File: src/rtl/acc_rnd_pkg.sv
package acc_rnd_pkg;

    typedef enum logic [1:0] {
        SCL_NONE = 2'b00,
        SCL_DOWN = 2'b01,
        SCL_UP   = 2'b10,
        SCL_RSVD = 2'b11
    } scale_e;

endpackage

File: src/rtl/rnd_pos_decode.sv
module rnd_pos_decode
    import acc_rnd_pkg::*;
#(
    parameter int ACC_W = 40,
    parameter int LO_W  = 16
) (
    input  scale_e             mode,
    output logic [ACC_W-1:0]   half_bit,
    output logic [ACC_W-1:0]   keep_mask
);
    localparam int POS_W    = $clog2(ACC_W);
    localparam int POS_NONE = LO_W - 1;
    localparam int POS_DOWN = LO_W;
    localparam int POS_UP   = LO_W - 2;

    logic [POS_W-1:0] pos;

    always_comb begin
        case (mode)
            SCL_DOWN: pos = POS_W'(POS_DOWN);
            SCL_UP:   pos = POS_W'(POS_UP);
            default:  pos = POS_W'(POS_NONE);
        endcase
    end

    for (genvar i = 0; i < ACC_W; i++) begin : g_bit
        assign half_bit[i]  = (int'(pos) == i);
        assign keep_mask[i] = (i > int'(pos));
    end

endmodule

File: src/rtl/rnd_add_clear.sv
module rnd_add_clear #(
    parameter int ACC_W = 40
) (
    input  logic [ACC_W-1:0] operand,
    input  logic [ACC_W-1:0] half_bit,
    input  logic [ACC_W-1:0] keep_mask,
    output logic [ACC_W-1:0] rounded
);
    logic [ACC_W-1:0] sum;

    always_comb begin
        sum     = operand + half_bit;   // wraps at ACC_W bits, no saturation
        rounded = sum & keep_mask;
    end

endmodule

File: src/rtl/acc_round_unit.sv
module acc_round_unit
    import acc_rnd_pkg::*;
#(
    parameter int EXT_W = 8,
    parameter int HI_W  = 16,
    parameter int LO_W  = 16
) (
    input  logic                        clk,
    input  logic                        rst_n,
    input  logic [EXT_W+HI_W+LO_W-1:0]  acc_in,
    input  logic                        rnd_en,
    input  logic [1:0]                  scale_mode,
    output logic [EXT_W+HI_W+LO_W-1:0]  acc_out,
    output logic                        out_vld
);
    localparam int ACC_W = EXT_W + HI_W + LO_W;

    typedef struct packed {
        logic [ACC_W-1:0] acc;
        logic             vld;
    } stage_t;

    logic [ACC_W-1:0] half_bit;
    logic [ACC_W-1:0] keep_mask;
    logic [ACC_W-1:0] rounded;
    stage_t           stage_d, stage_q;

    rnd_pos_decode #(
        .ACC_W (ACC_W),
        .LO_W  (LO_W)
    ) u_pos (
        .mode      (scale_e'(scale_mode)),
        .half_bit  (half_bit),
        .keep_mask (keep_mask)
    );

    rnd_add_clear #(
        .ACC_W (ACC_W)
    ) u_add (
        .operand   (acc_in),
        .half_bit  (half_bit),
        .keep_mask (keep_mask),
        .rounded   (rounded)
    );

    always_comb begin
        stage_d     = stage_q;
        stage_d.vld = rnd_en;
        stage_d.acc = rnd_en ? rounded : acc_in;
    end

    always_ff @(posedge clk or negedge rst_n) begin
        if (!rst_n) begin
            stage_q <= '0;
        end else begin
            stage_q <= stage_d;
        end
    end

    assign acc_out = stage_q.acc;
    assign out_vld = stage_q.vld;

    AST_NONE_CLEARS_LOW: assert property (@(posedge clk) disable iff (!rst_n)
        (rnd_en && (scale_mode == 2'b00)) |=> (acc_out[LO_W-1:0] == '0));
    AST_DOWN_CLEARS_LOW: assert property (@(posedge clk) disable iff (!rst_n)
        (rnd_en && (scale_mode == 2'b01)) |=> (acc_out[LO_W:0] == '0));
    AST_UP_CLEARS_LOW: assert property (@(posedge clk) disable iff (!rst_n)
        (rnd_en && (scale_mode == 2'b10)) |=> (acc_out[LO_W-2:0] == '0));
    AST_RSVD_CLEARS_LOW: assert property (@(posedge clk) disable iff (!rst_n)
        (rnd_en && (scale_mode == 2'b11)) |=> (acc_out[LO_W-1:0] == '0));
    AST_PASS_THROUGH: assert property (@(posedge clk) disable iff (!rst_n)
        !rnd_en |=> (acc_out == $past(acc_in)));
    AST_VLD_AFTER_EN: assert property (@(posedge clk) disable iff (!rst_n)
        rnd_en |=> out_vld);
    AST_NO_VLD_WITHOUT_EN: assert property (@(posedge clk) disable iff (!rst_n)
        !rnd_en |=> !out_vld);

endmodule

File: config.mk
export PLATFORM = sky130hd
export DESIGN_NAME = acc_round_unit
export DESIGN_NICKNAME = d
export VERILOG_FILES = /design/src/rtl/acc_rnd_pkg.sv /design/src/rtl/rnd_pos_decode.sv /design/src/rtl/rnd_add_clear.sv /design/src/rtl/acc_round_unit.sv
export SDC_FILE = /design/constraint.sdc
export NUM_CORES = 1
export LEC_CHECK = 0
export ABC_AREA = 1
export BUFFER_PORTS_ARGS = -buffer_cell sky130_fd_sc_hd__buf_4
export CAP_MARGIN = 20
export CORE_MARGIN = 4
export CORE_UTILIZATION = 45
export CTS_BUF_LIST = sky130_fd_sc_hd__clkbuf_2 sky130_fd_sc_hd__clkbuf_4 sky130_fd_sc_hd__clkbuf_8
export CTS_CLUSTER_DIAMETER = 200
export DETAILED_ROUTE_END_ITERATION = 6
export GPL_TIMING_DRIVEN = 0
export HOLD_SLACK_MARGIN = 0.12
export PLACE_DENSITY = 0.69
export SLEW_MARGIN = 10
export SYNTH_ARGS = -nofsm -noshare
export SYNTH_HDL_FRONTEND = slang
export SYNTH_SLANG_ARGS = --single-unit
File: constraint.sdc
create_clock -name clk -period 0.8 [get_ports clk]
set_input_delay 0.08 -clock clk [delete_from_list [all_inputs] [get_ports clk]]
set_output_delay 0.08 -clock clk [all_outputs]
set_load 0.01 [all_outputs]
==> flow_metrics.py <==
metrics = {
    "die": {
        "chipHeight_um": 96.2,
        "design.die.area_um2": 9250,
        "die_width_um": 96.2,
        "start_util": 0.472,
        "boundaryPins": 86,
        "core.rowCount": 31,
        "floorplan.core_area_um2": 7410,
    },
    "placed_design": {
        "gpl.final_weighted_congestion": 0.934,
        "place_inst": 767,
        "pre_cts_ws_ns": -1.32,
        "dpl.hpwl_mm": 9.61,
        "placement.io_buffers": 85,
        "placed_cell_area_um2": 4440,
    },
    "synthesis": {
        "synth_xor_xnor_area_share": 0.00250,
        "synth_mux_area_frac": 0,
        "synth_seq_area_share": 0.293,
        "yosys_warnings": 0,
        "synth_top_family_by_area": "simple AND/OR/NAND/NOR gates",
        "cell_area_after_synthesis_um2": 3500,
        "syn_inst": 579,
        "synthDistinctLibCells": 31,
        "yosys.area_share.adder": 0.0644,
        "complex_gate_fraction_of_the_synthesized_area": 0.0694,
        "postSynthRegisterBits": 41,
        "synth.avg_cell_area_um2": 6.04,
        "synth-simple-area-share": 0.455,
    },
    "run_status": {
        "failed_checks": "negative setup slack",
        "run_status": "finished with violations",
    },
    "global_route": {
        "grt_pass1_wl_mm": 20.9,
        "number_of_antenna_violations_at_the_first_check_in_global_routing": 0,
        "first_global_vias": 4254,
        "grt.overflow.total": 0,
        "grt_start_max_net_pins": 42,
        "groute.usage.overall": 0.295,
    },
    "sta": {
        "top_achievable_clock_speed_ghz": 0.595,
        "pins_over_their_slew_limit": 0,
        "setup_viol": 66,
        "fin_crit_sh": 2.10,
        "worst_slack_ns": -0.881,
        "grt_setup_unrepaired": "true",
        "remaining_max_slew_budget_at_the_tightest_pin": 0.589,
        "period_minus_slack_ns": 1.68,
        "finalHoldViolations": 0,
        "least_margin_pin_slew_ns": 0.614,
    },
    "route": {
        "drt-total-wl_mm": 13.5,
        "drc": 0,
        "detail-route-antenna-nets": 0,
        "avgViaCountPerCell": 5.24,
        "via_count": 4388,
        "detailroute.wirelength.met3_mm": 1.31,
        "first_pass_iters": 5,
        "routed.top_layer": "met4",
        "wire_per_inst_um": 16.1,
        "met2_length_mm": 6.14,
        "drt_initial_violations": 294,
        "route.layer.met1.wl_mm": 5.61,
    },
    "finish": {
        "fillerInstances": 529,
        "syn_to_final_growth_pct": 65.8,
        "final_net_count": 800,
        "final_cell_area_um2": 5800,
        "final_core_utilization": 0.783,
        "drive_above_1_share": 0.373,
        "n_antenna_cell": 0,
        "finalNonFillerCells": 837,
    },
    "cts": {
        "cts_tree": "yes",
        "clk_root_buffer_cell": "clkbuf_8",
        "tritoncts_num_sinks": 41,
        "cts_buffers": 5,
        "max-clock-path-buffers": 2,
        "clk_pin_slew_ns": 0.07,
        "htree_levels": 2,
    },
    "critical_path": {
        "worst_ep_arrival_time_ns": 1.87,
        "criticalPathCategory": "in2reg",
        "capturing_element_type_of_the_critical_path": "flop",
        "cp_max_fo": 4,
        "worst_setup_path_start_kind": "primary input",
        "required_ns": 0.99,
    },
    "power_and_ir_drop": {
        "max-vdd-ir-drop_mv": 0.794,
        "total_leakage_power_uw": 0.00296,
        "power_density_over_the_cells_nw_per_um2": 1160,
    },
    "run": {
        "cap_viol_max_count": 0,
    },
    "worst_hold_path": {
        "worstHoldPathType": "in2reg",
    },
}
==> power breakdown <==
group          switching, µW  internal (µW)  total, µW
clock                    798           1240       2040
combinational           1280           1110       2390
sequential              67.8           2220       2280
total                   2140           4570       6710
==> flip-flops by register name (all words and copies together) (netlist names) <==
signal and cells:
acc_out 40, out_vld 1
==> per-stage QoR <==
| stage | total power [µW] | setup TNS [ns] | hold slack, ns |
|---|---|---|---|
| final | 6710 | -23.14 | 0.119 |
| after global routing | 7040 | -26.51 | 0.137 |
| after CTS | 6530 | -21.70 | 0.0427 |
| after detailed placement | 4010 | -33.77 | 0.0944 |
| after global placement | 4000 | -33.02 | 0.0848 |
| after floorplan | 3220 | -18.61 | -0.216 |
==> cells in the final DEF (no fill, tap or decap), drive strengths merged, types with 2 or more instances in the layout <==
master / instances
a21oi: 18
buf: 111
bufinv: 2
clkbuf: 7
conb: 5
dfrtp: 41
dlygate4sd3: 40
ha: 18
inv: 98
nand2: 219
nand3: 41
nand3b: 6
nand4: 9
nor2: 82
nor3: 11
o21ai: 19
o21bai: 3
==> cell families after synthesis <==
kind of cell | count (synthesis)
AND/OR/NAND/NOR | 369
buffers and inverters | 105
AO/OA/AOI/OAI | 44
flip-flops | 41
adder cells (fa/ha/maj) | 18
XOR/XNOR | 1
other | 1
==> Yosys cell counts (all sizes together) <==
cell type,n,share of area
a21boi,1,0.0021
a21oi,18,0.026
clkbuf,2,0.0021
nor3,11,0.021
a21o,1,0.0021
nand3b,6,0.013
nor2,82,0.098
ha,18,0.064
nand4,9,0.016
conb,1,0.0011
a31oi,1,0.0018
o21bai,3,0.0064
nand2,219,0.24
o22ai,1,0.0018
buf,4,0.0054
dfrtp,41,0.29
nand3,41,0.063
inv,99,0.11
o21ai,19,0.029
xnor2,1,0.0025
and2,1,0.0018
==> layer usage <==
metal,vias up,global-route usage
li1,2096,-
met1,2016,0.401
met2,234,0.475
met3,42,0.0532
met4,0,0.0853
met5,-,0
==> path summary, 6_finish.rpt <==
check                         startpoint                     to  slack (ns)  cells after the start
max                        scale_mode[1]  acc_out[39]$_DFF_PN0_       -0.88                     16
min                           acc_in[34]  acc_out[34]$_DFF_PN0_        0.12                      4
min in group asynchronous          rst_n  acc_out[16]$_DFF_PN0_        0.29                      2
max in group asynchronous          rst_n  acc_out[37]$_DFF_PN0_        0.14                      2
==> layout make-up <==
type | instances | area (µm²) | area share
Clock buffer | 5 | 68.8 | 0.0119
Inverter | 99 | 385 | 0.0665
Clock inverter | 3 | 65.1 | 0.0112
Timing Repair Buffer | 147 | 1390 | 0.240
Sequential cell | 41 | 1030 | 0.177
Multi-Input combinational cell | 437 | 2710 | 0.467
Tap cell | 99 | 124 | 0.0214
Buffer | 6 | 31.3 | 0.00539
==> timing repair <==
item | CTS | global route
hold buffers | 39 | 1
endpoints found under the hold margin | 80 | 1
pin swaps | 57 | 51
setup buffers | 13 | 9
setup endpoints to repair | 71 | 69
resized for setup | 135 | 50
==> critical path, stage by stage <==
cell        delay, ns
buf_8            0.11
clkinvlp_4       0.10
ha_4             0.19
inv_2            0.07
nor3_4           0.20
ha_4             0.24
a21oi_4          0.15
nand2_2          0.10
nand2_2          0.09
nand2_1          0.08
nor2_2           0.11
nand2_2          0.10
nand2_2          0.07
nand2_2          0.05
nand3b_1         0.07
nand2_1          0.05
(Power assumes the default switching activity.)
